[src/rtl/pme_relay_pkg.sv]
package pme_relay_pkg;
  typedef enum logic {
    EVT_DEASSERT = 1'b0,
    EVT_ASSERT   = 1'b1
  } evt_kind_e;

  localparam logic ADDR_STATUS = 1'b0;
  localparam logic ADDR_ENABLE = 1'b1;
endpackage

[src/rtl/pme_status_bank.sv]
module pme_status_bank #(
  parameter int NPORTS = 4
) (
  input  logic              clk,
  input  logic              rst_n,
  input  logic [NPORTS-1:0] pme_msg_i,
  input  logic              wr_en_i,
  input  logic              wr_addr_i,
  input  logic [NPORTS-1:0] wr_data_i,
  output logic [NPORTS-1:0] status_o,
  output logic [NPORTS-1:0] enable_o
);
  import pme_relay_pkg::*;

  logic              status_we;
  logic              enable_we;
  logic [NPORTS-1:0] clr_mask;
  logic [NPORTS-1:0] enable_d;
  logic [NPORTS-1:0] enable_q;
  logic [NPORTS-1:0] status_q;

  always_comb begin
    status_we = wr_en_i && (wr_addr_i == ADDR_STATUS);
    enable_we = wr_en_i && (wr_addr_i == ADDR_ENABLE);
    clr_mask  = status_we ? wr_data_i : '0;
    enable_d  = enable_we ? wr_data_i : enable_q;
  end

  for (genvar p = 0; p < NPORTS; p++) begin : g_port
    logic st_d;
    logic st_ce;
    always_comb begin
      st_ce = pme_msg_i[p] | clr_mask[p];
      st_d  = pme_msg_i[p];          // a set beats a clear in the same cycle
    end
    always_ff @(posedge clk or negedge rst_n) begin
      if (!rst_n)     status_q[p] <= 1'b0;
      else if (st_ce) status_q[p] <= st_d;
    end
  end

  always_ff @(posedge clk or negedge rst_n) begin
    if (!rst_n)         enable_q <= '1;
    else if (enable_we) enable_q <= enable_d;
  end

  assign status_o = status_q;
  assign enable_o = enable_q;
endmodule

[src/rtl/pme_or_combiner.sv]
module pme_or_combiner #(
  parameter int NPORTS = 4
) (
  input  logic [NPORTS-1:0] status_i,
  input  logic [NPORTS-1:0] enable_i,
  output logic              level_o
);
  logic [NPORTS-1:0] masked;

  always_comb begin
    masked  = status_i & enable_i;
    level_o = |masked;
  end
endmodule

[src/rtl/pme_event_tracker.sv]
module pme_event_tracker (
  input  logic clk,
  input  logic rst_n,
  input  logic level_i,
  input  logic resume_i,
  input  logic ready_i,
  output logic valid_o,
  output logic kind_o
);
  import pme_relay_pkg::*;

  logic      sent_q, sent_d;
  logic      force_q, force_d;
  logic      accept;
  evt_kind_e kind;

  always_comb begin
    valid_o = force_q | (level_i != sent_q);
    kind    = (force_q || level_i) ? EVT_ASSERT : EVT_DEASSERT;
    accept  = valid_o & ready_i;
    sent_d  = sent_q;
    force_d = force_q;
    if (resume_i) begin
      sent_d  = 1'b0;
      force_d = 1'b1;
    end else if (accept) begin
      sent_d  = kind;
      if (kind == EVT_ASSERT) force_d = 1'b0;
    end
  end

  always_ff @(posedge clk or negedge rst_n) begin
    if (!rst_n) begin
      sent_q  <= 1'b0;
      force_q <= 1'b0;
    end else begin
      sent_q  <= sent_d;
      force_q <= force_d;
    end
  end

  assign kind_o = kind;
endmodule

[src/rtl/pme_relay.sv]
module pme_relay #(
  parameter int NPORTS = 4
) (
  input  logic              clk,
  input  logic              rst_n,
  input  logic [NPORTS-1:0] pme_msg_i,
  input  logic              resume_i,
  input  logic              reg_we_i,
  input  logic              reg_addr_i,
  input  logic [NPORTS-1:0] reg_wdata_i,
  output logic [NPORTS-1:0] reg_rdata_o,
  output logic              evt_valid_o,
  output logic              evt_kind_o,
  input  logic              evt_ready_i
);
  import pme_relay_pkg::*;

  logic [1:0]        rst_sync_q;
  logic              rst_sync_n;
  logic [NPORTS-1:0] status_w;
  logic [NPORTS-1:0] enable_w;
  logic              level_w;

  always_ff @(posedge clk or negedge rst_n) begin
    if (!rst_n) rst_sync_q <= 2'b00;
    else        rst_sync_q <= {rst_sync_q[0], 1'b1};
  end
  assign rst_sync_n = rst_sync_q[1];

  pme_status_bank #(.NPORTS(NPORTS)) u_bank (
    .clk       (clk),
    .rst_n     (rst_sync_n),
    .pme_msg_i (pme_msg_i),
    .wr_en_i   (reg_we_i),
    .wr_addr_i (reg_addr_i),
    .wr_data_i (reg_wdata_i),
    .status_o  (status_w),
    .enable_o  (enable_w)
  );

  pme_or_combiner #(.NPORTS(NPORTS)) u_or (
    .status_i (status_w),
    .enable_i (enable_w),
    .level_o  (level_w)
  );

  pme_event_tracker u_trk (
    .clk      (clk),
    .rst_n    (rst_sync_n),
    .level_i  (level_w),
    .resume_i (resume_i),
    .ready_i  (evt_ready_i),
    .valid_o  (evt_valid_o),
    .kind_o   (evt_kind_o)
  );

  always_comb begin
    reg_rdata_o = (reg_addr_i == ADDR_ENABLE) ? enable_w : status_w;
  end
endmodule

[config.mk]
export PLATFORM = sky130hd
export DESIGN_NAME = pme_relay
export DESIGN_NICKNAME = d
export VERILOG_FILES = /design/src/rtl/pme_relay_pkg.sv /design/src/rtl/pme_status_bank.sv /design/src/rtl/pme_or_combiner.sv /design/src/rtl/pme_event_tracker.sv /design/src/rtl/pme_relay.sv
export SDC_FILE = /design/constraint.sdc
export NUM_CORES = 1
export LEC_CHECK = 0
export ABC_AREA = 0
export BUFFER_PORTS_ARGS = -buffer_cell sky130_fd_sc_hd__buf_2
export CAP_MARGIN = 10
export CORE_AREA = 2 2 39 41
export CTS_BUF_LIST = sky130_fd_sc_hd__clkbuf_2 sky130_fd_sc_hd__clkbuf_4 sky130_fd_sc_hd__clkbuf_8
export CTS_CLUSTER_SIZE = 16
export DETAILED_ROUTE_END_ITERATION = 6
export DIE_AREA = 0 0 41 43
export GPL_ROUTABILITY_DRIVEN = 0
export PLACE_DENSITY_LB_ADDON = 0.25
export SETUP_SLACK_MARGIN = 0.2
export SYNTH_ARGS = -nofsm -noshare
export SYNTH_HDL_FRONTEND = slang
export SYNTH_SLANG_ARGS = --single-unit
[constraint.sdc]
create_clock -name clk -period 3.1 [get_ports clk]
set_input_delay 0.155 -clock clk [delete_from_list [all_inputs] [get_ports clk]]
set_output_delay 0.155 -clock clk [all_outputs]
set_load 0.05 [all_outputs]
# Word level (Yosys, flattened, before mapping)
# Index checks and enable logic that the tools add are counted.
dict set report totals {
  input_bits 14
  elab_cells 32
  out_inout_bits 6
  ff_bits 12
}
dict set report classes {
  reduce_logical 7
  n_mux 8
  n_bitwise 8
  eq_ne 1
}
# op count
set ops {}
lappend ops {{$mux W4} 2}
lappend ops {{$mux W1} 6}
lappend ops {{$or A1 B1 Y1} 5}
lappend ops {{$and A4 B4 Y4} 1}
lappend ops {{$reduce_bool A2 Y1} 2}
lappend ops {{$reduce_or A4 Y1} 1}
lappend ops {{$logic_and A1 B1 Y1} 2}
lappend ops {{$reduce_and A2 Y1} 1}
lappend ops {{$and A1 B1 Y1} 1}
lappend ops {{$logic_or A1 B1 Y1} 1}
lappend ops {{$ne A1 B1 Y1} 1}
lappend ops {{$not A1 Y1} 1}

# Longest topological paths before layout
# Gate-level depths: netlist of run 1.
dict set report logic_depth {
  ltp_word 7
  mapped_depth 3
  mapped_depth_nobuf 3
}

# Hierarchy
# Synthesis of run 1 repeated with hierarchy kept, for this count alone.
dict set report unflattened {
  cells_unflattened 41
  hier_area_um2 549.3
}
# module seq_area_each_um2 instances cells_per_inst area_each_um2
set modules_own_cells {}
lappend modules_own_cells {pme_status_bank 205.2 1 21 331.6}
lappend modules_own_cells {pme_event_tracker 50.0 1 10 100.1}
lappend modules_own_cells {pme_relay 50.0 1 7 98.8}
lappend modules_own_cells {pme_or_combiner 0.0 1 3 18.8}

# Least setup slack after synthesis of run 1
# OpenSTA, ideal clock, no wires.
dict set report synth_timing {
  path_kind {register to output}
  start {register u_bank.status_q[2], in the netlist u_bank.status_o[2]}
  end {output evt_valid_o}
  path_buffers 0
  stages_incl_launch_ff 4
  arrival_ps 1737
  setup_slack_ps 1208
  t_required_ps 2945
  cell_sequence {dfrtp_1 > a22o_1 > a221oi_4 > mux2i_1}
}
dict set report synth_between {
  elab_chain_cells 4
}
# item line_no
set synth_rtl {}
lappend synth_rtl {{start: declaration} pme_status_bank.sv:20} ;# logic [NPORTS-1:0] status_q;
lappend synth_rtl {{start signal: indexed assignment} pme_status_bank.sv:38} ;# else if (st_ce) status_q[p] <= st_d;
lappend synth_rtl {{$and A4 B4 Y4} pme_or_combiner.sv:11} ;# masked = status_i & enable_i;
lappend synth_rtl {{$reduce_or A4 Y1} pme_or_combiner.sv:12} ;# level_o = |masked;
lappend synth_rtl {{$ne A1 B1 Y1} pme_event_tracker.sv:18} ;# valid_o = force_q | (level_i != sent_q);
lappend synth_rtl {{$or A1 B1 Y1} pme_event_tracker.sv:18}
lappend synth_rtl {{end: declaration} pme_relay.sv:12} ;# output logic evt_valid_o,
# Every way passes these cells.

# Final worst setup path of run 1
# Same ends and word-level chain as after synthesis.

==> results.md, run 1 <==
* Max rail drop VDD at 0.254 mV
* Max-cap violations at 0
* Cell Area, Synth at 537 um2
* Worst EP required at approximately 3 ns
* Hold endpoint: u_trk.sent_q
* Htree depth at 1
* Cells along the critical path: a22o_1, a221oi_4, mux2i_1, buf_2
* Post-route ant nets at 0
* Reg clk slew, reported paths at 0.08 ns
* Int Power at 0.269 mW
* CTS tree: done
* Antenna violations before repair at 0
* IO Count at 20
* Sw power at approximately 0.11 mW
* Drt first pass iters at 1
* Register area at a little over 300 um2
* Cts bufs inserted at 3
* Final TNS setup at 0 ns
* Cell variety after synth at 14
* Top delay family on crit path: compound AO/OA/AOI/OAI gates
* Arrival @ worst endpoint at 1.65 ns
* Die Area at 0.00176 mm2
* Critical path buffers and inverters at 1
* Clk sinks at 12
* Fin crit share at 58.1%
* Syn-to-layout area delta at 28.9%
* Largest stage delay, worst path at 0.40 ns
* Vias in the first global route at between 300 and 400
* Largest net degree at the start of global routing at 11
* Clk network pwr share at between 20% and 30%
* GR Util All Layers at about 14%
* Crit end category: primary output
* Final nets at 80
* Post-Syn Instances at 41
* Setup ws final at roughly 1.3 ns
* Placed Instance Area at 652 um2
* Root buf cell: clkbuf_4
* Status: completed
* Core ar. at 0.00138 mm2
* Number of DRC markers in iteration 0 at 0
* Source of the critical timing path: u_bank.status_o[2]
* Critical path type: reg2out
* Area of the multi-input gates at 228 um2
* FF-to-FF End: u_trk.sent_q
* # setup viols final at 0
* Hold WC Path Type: in2reg
* Wirelength, routed at 964 um
* Hold Startpoint: resume_i
* Mapped Nets at 55
* Worst slack, placed at 1.58 ns
* Antenna diodes at 0
* Power Dens Cells at 554 mW/mm2
* Switch share at 30.0%
* # fillers at around 140
* Die Span Y at 43 um
* Initial core utilization at between 30% and 40%
* Syn Area/Cell at 13.1 um2
* Via-to-Cell Ratio at 4.78
* Site Rows at 14
* Final Critical Period at 1.80 ns
* Total gr overflow at 0
* Die W at 41 um
* Sequential-to-total area share from yosys stat at 56.9%
* Logic gate share of total power at roughly 22%
* Most frequent cells in the layout: buf_2 (19), mux2_2 (8), dfrtp_1 (8)
* Clk buf depth at 2
* RSZ-0062 raised after global routing: no
* Fin area at 692 um2
* Crit Reg-Reg Startpoint: u_bank.status_o[2]
* HPWL Detailed at 761 um
* Sequential power share at 49.6%
* Commonest non-fill, non-tap cell in the layout: buf_2
* Crit-path slowest cell: dfrtp_1
* DRC viols at 0
* WHS Path Cells at 2
* Routed WL per cell at 11.9 um
* Hold Vio Cnt, Final at 0
* Global-route wire length before repair at 1560 um
* R2r setup slk at between 1.5 and 2 ns
* Vias at between 300 and 400
* R2R cell count at 3
* Synth warnings at 0
* Later-pin clock latency in the skew report at approximately 0.27 ns
* PortBufs at 19
* Fraction of layout cells with a size suffix above 1 at 55.4%
* Flops & latches, synth at 12
* Fmax at 0.555 GHz
* Leak at roughly 0.30 nW
* Fin. max-slew vios at 0
* Layout Skew at 0.00820 ns
* Startpoint Class: flop
* CP Max Fanout at 3
-- worst max-delay path by stage --
stage	endpoint	slack [ns]	cells after the start
finish	evt_valid_o	1.30	4
global route	evt_valid_o	1.21	4
CTS	evt_valid_o	1.28	4
detailed placement	evt_valid_o	1.58	4
global placement	evt_valid_o	1.61	4
floorplan	evt_valid_o	1.21	3
-- stage by stage --
| stage | utilization [%] | std cells | hold WS (ns) | total power [mW] |
|---|---|---|---|---|
| detailed placement | 47.1 | 76 | -0.0599 | 0.277 |
| floorplan | - | 41 | -0.141 | 0.253 |
| global placement | 47.1 | 76 | -0.0599 | 0.276 |
| CTS | 50.0 | 81 | 0.0260 | 0.391 |
| global route | 50.0 | 81 | 0.0242 | 0.408 |
| finish | 50.0 | 81 | 0.0395 | 0.384 |
-- power by group through the flow --
stage          combinational, mW  clock [mW]  sequential, mW
2_1_floorplan             0.0629           0           0.190
3_3_place_gp              0.0826           0           0.193
3_5_place_dp              0.0831           0           0.194
4_1_cts                   0.0842       0.116           0.191
5_1_grt                   0.0891       0.127           0.193
6_report                  0.0836       0.110           0.190
-- sequential cells by signal, indices dropped and copies added (netlist names) --
signal	count
u_bank.enable_o	4
u_trk.force_q	1
u_bank.status_o	4
u_trk.sent_q	1
rst_sync_q	2
-- cell families after synthesis --
group	count (synthesis)	share of synthesized area [%]
multiplexers	9	18.6
buffers and inverters	1	0.699
AND/OR/NAND/NOR	10	7.93
AO/OA/AOI/OAI	8	15.2
other	1	0.699
flip-flops	12	56.9
-- synth_stat cells, drive strengths merged --
library cell  instances  area (um2)
a21o                  4        30.0
a221oi                1        26.3
a22o                  1        8.76
a311oi                1        8.76
conb                  1        3.75
dfrtp                 8         200
dfstp                 4         105
inv                   1        3.75
mux2                  8        90.1
mux2i                 1        10.0
nand2                 6        22.5
nor2                  2        7.51
nor2b                 2        12.5
o21bai                1        7.51
-- layer usage --
layer  wire length [um]  global-route usage [%]  vias to the layer above
li1                   -                       -                      191
met1                419                    16.1                      185
met2                475                    20.9                       11
met3                 69                    4.71                        0
met4                  0                    10.0                        0
met5                  0                       0                        -
-- worst register-to-register path, stage by stage (launching register included) --
cell      delay, ns
dfrtp_1        0.40
a22o_1         0.27
a221oi_4       0.24
a311oi_1       0.13
-- timing repair --
item | CTS | global route
hold buffers | 1 | 0
endpoints found under the hold margin | 2 | 0
resized for setup | 0 | 0
buffers inserted | 0 | 0
-- cell type report --
type                       instances  area share, %
timing repair buffer              20           15.2
clock buffer                       4           4.34
tap                               16           2.89
sequential                        12           44.1
inverter                           1          0.542
multi-input combinational         28           32.9
(Power assumes the default switching activity.)
==> run 2: changes to the inputs <==
- clock period: 3.1 -> 1.61 ns (I/O delays scaled with it)
==> results.md, run 2 (synthesis results as in run 1) <==
* Later-pin clock latency in the skew report at 0.27 ns (about the same)
* Leak at 0.383 nW (+26%)
* Antenna diodes at 0 (unchanged)
* Worst EP required at 1.53 ns (-1.41 ns)
* Hold Vio Cnt, Final at 0 (unchanged)
* Met1 usage at 18.8% (+2.7 points)
* Arrival @ worst endpoint at 1.61 ns (-0.04 ns)
* Global-route wire length before repair at 1680 um (+8.0%)
* GR Util All Layers at 14.9% (+0.80 points)
* Initial core utilization at 38.8% (unchanged)
* # setup viols final at 2 (+2)
* CTS tree: done
* Fraction of layout cells with a size suffix above 1 at 57.3% (+1.9 points)
* Post-route ant nets at 0 (unchanged)
* Commonest non-fill, non-tap cell in the layout: buf_2
* Vias in the first global route at 418 (+10%)
* Max rail drop VDD at 0.607 mV (+140%)
* Fin. max-slew vios at 0 (unchanged)
* Die W at 41 um (unchanged)
* Total gr overflow at 0 (unchanged)
* Startpoint Class: flop
* Met2 GRT Util at 21.9% (+0.94 points)
* Fin crit share at 105%
* Most frequent cells in the layout: buf_2 (16), dfrtp_1 (8), mux2_2 (7)
* Die Span Y at 43 um (unchanged)
* Number of DRC markers in iteration 0 at 11 (+11)
* Max-cap violations at 0 (unchanged)
* Core ar. at 0.00138 mm2 (unchanged)
* Crit end category: primary output
* Power Dens Cells at 981 mW/mm2 (+77%)
* Via-to-Cell Ratio at 4.70 (-1.6%)
* Reg clk slew, reported paths at 0.07 ns (about the same)
* Hold WC Path Type: in2reg
* Syn-to-layout area delta at 56.4%
* Die Area at 0.00176 mm2 (unchanged)
* Routed WL per cell at 11.9 um (+0.28%)
* Root buf cell: clkbuf_4
* Largest net degree at the start of global routing at 11 (unchanged)
* Drt first pass iters at 3 (+2)
* PortBufs at 19 (unchanged)
* Cts bufs inserted at 3 (unchanged)
* Final nets at 90 (+13%)
* Final TNS setup at -0.158 ns (-0.158 ns)
* Failing checks: negative setup slack
* Critical path type: reg2out
* Clk buf depth at 2 (unchanged)
* Grt peak-use layer: met2
* IO Count at 20 (unchanged)
* Antenna violations before repair at 0 (unchanged)
* Final Critical Period at 1.69 ns
* Vias at 428 (+11%)
* Fmax at approximately 0.6 GHz
* Setup ws final at -0.0828 ns (-1.38 ns)
* Htree depth at 1 (unchanged)
* Wirelength, routed at 1090 um (+13%)
* Placed Instance Area at 664 um2 (+1.9%)
* Site Rows at 14 (unchanged)
* Met3 global-route usage at 4.71% (unchanged)
* Fin area at 840 um2 (+21%)
* Layout Skew at 0.00258 ns (-0.00562 ns)
* Clk sinks at 12 (unchanged)
* DRC viols at 0 (unchanged)
* RSZ-0062 raised after global routing: yes
* Status: complete, but fails checks
* CP Max Fanout at 2 (-1)
[run 2: changes by cell type in the layout (fill, tap and decap cells not counted), sizes merged]
cell         previous run  this run
buf                    19        24
dlygate4sd3             1         6
[run 2: per-layer routing]
| metal | wire length, um | vias up |
|---|---|---|
| met5 | 0 | - |
| met4 | 10 | 0 |
| li1 | - | 211 |
| met3 | 60 | 2 |
| met2 | 543 | 11 |
| met1 | 472 | 204 |
[run 2: critical path, stage by stage, from the launching register on]
cell      delay [ns]
dfstp_2         0.37
a22o_1          0.25
a221oi_4        0.26
mux2i_4         0.28
buf_6           0.18
[run 2: area by class of cell]
cell class,instances,area (um2)
clock buffer,4,36.3
fill,126,544
tap,16,20.0
inverter,1,3.75
sequential,12,305
multi-input combinational,28,251
timing repair buffer,30,223
[run 2: repair_timing]
item	4_1_cts	5_1_grt
gates resized for setup	6	7
endpoints found under the hold margin	7	0
hold buffers	6	0
buffers inserted	3	2
setup endpoints to repair	2	3
pin swaps	1	1
cloned	0	0
[run 2: stage by stage]
stage	cells	setup slack [ns]	utilization, %	power, mW	hold WS [ns]
5_1_grt	91	-0.134	60.7	0.864	0.0204
3_3_place_gp	76	0.105	48.0	0.537	-0.134
2_1_floorplan	41	0.174	-	0.494	-0.215
6_report	91	-0.0828	60.7	0.824	0.0135
3_5_place_dp	76	0.0840	48.0	0.539	-0.133
4_1_cts	89	-0.0915	58.0	0.811	0.00848
[run 2: path summary, 6_finish.rpt]
| path | startpoint | endpoint | slack [ns] | cells after the start |
|---|---|---|---|---|
| setup / recovery | u_bank.enable_o[2] | evt_valid_o | -0.08 | 4 |
| hold / removal | evt_ready_i | u_trk.force_q | 0.01 | 2 |
| setup reg to reg | u_bank.enable_o[3] | u_trk.sent_q | 0.24 | 5 |
| hold reg to reg | rst_sync_q[1] | u_bank.status_o[3] | 0.17 | 0 |
| max in group asynchronous | rst_sync_q[1] | u_bank.enable_o[3] | 1.11 | 0 |
| min in group asynchronous | rst_n | rst_sync_q[1] | 0.12 | 2 |
[run 2: power by group]
group | switching (mW) | internal [mW] | total [mW] | leakage, nW
combinational | 0.111 | 0.107 | 0.219 | 0.235
clock | 0.102 | 0.137 | 0.240 | 0.0210
sequential | 0.0263 | 0.339 | 0.365 | 0.127
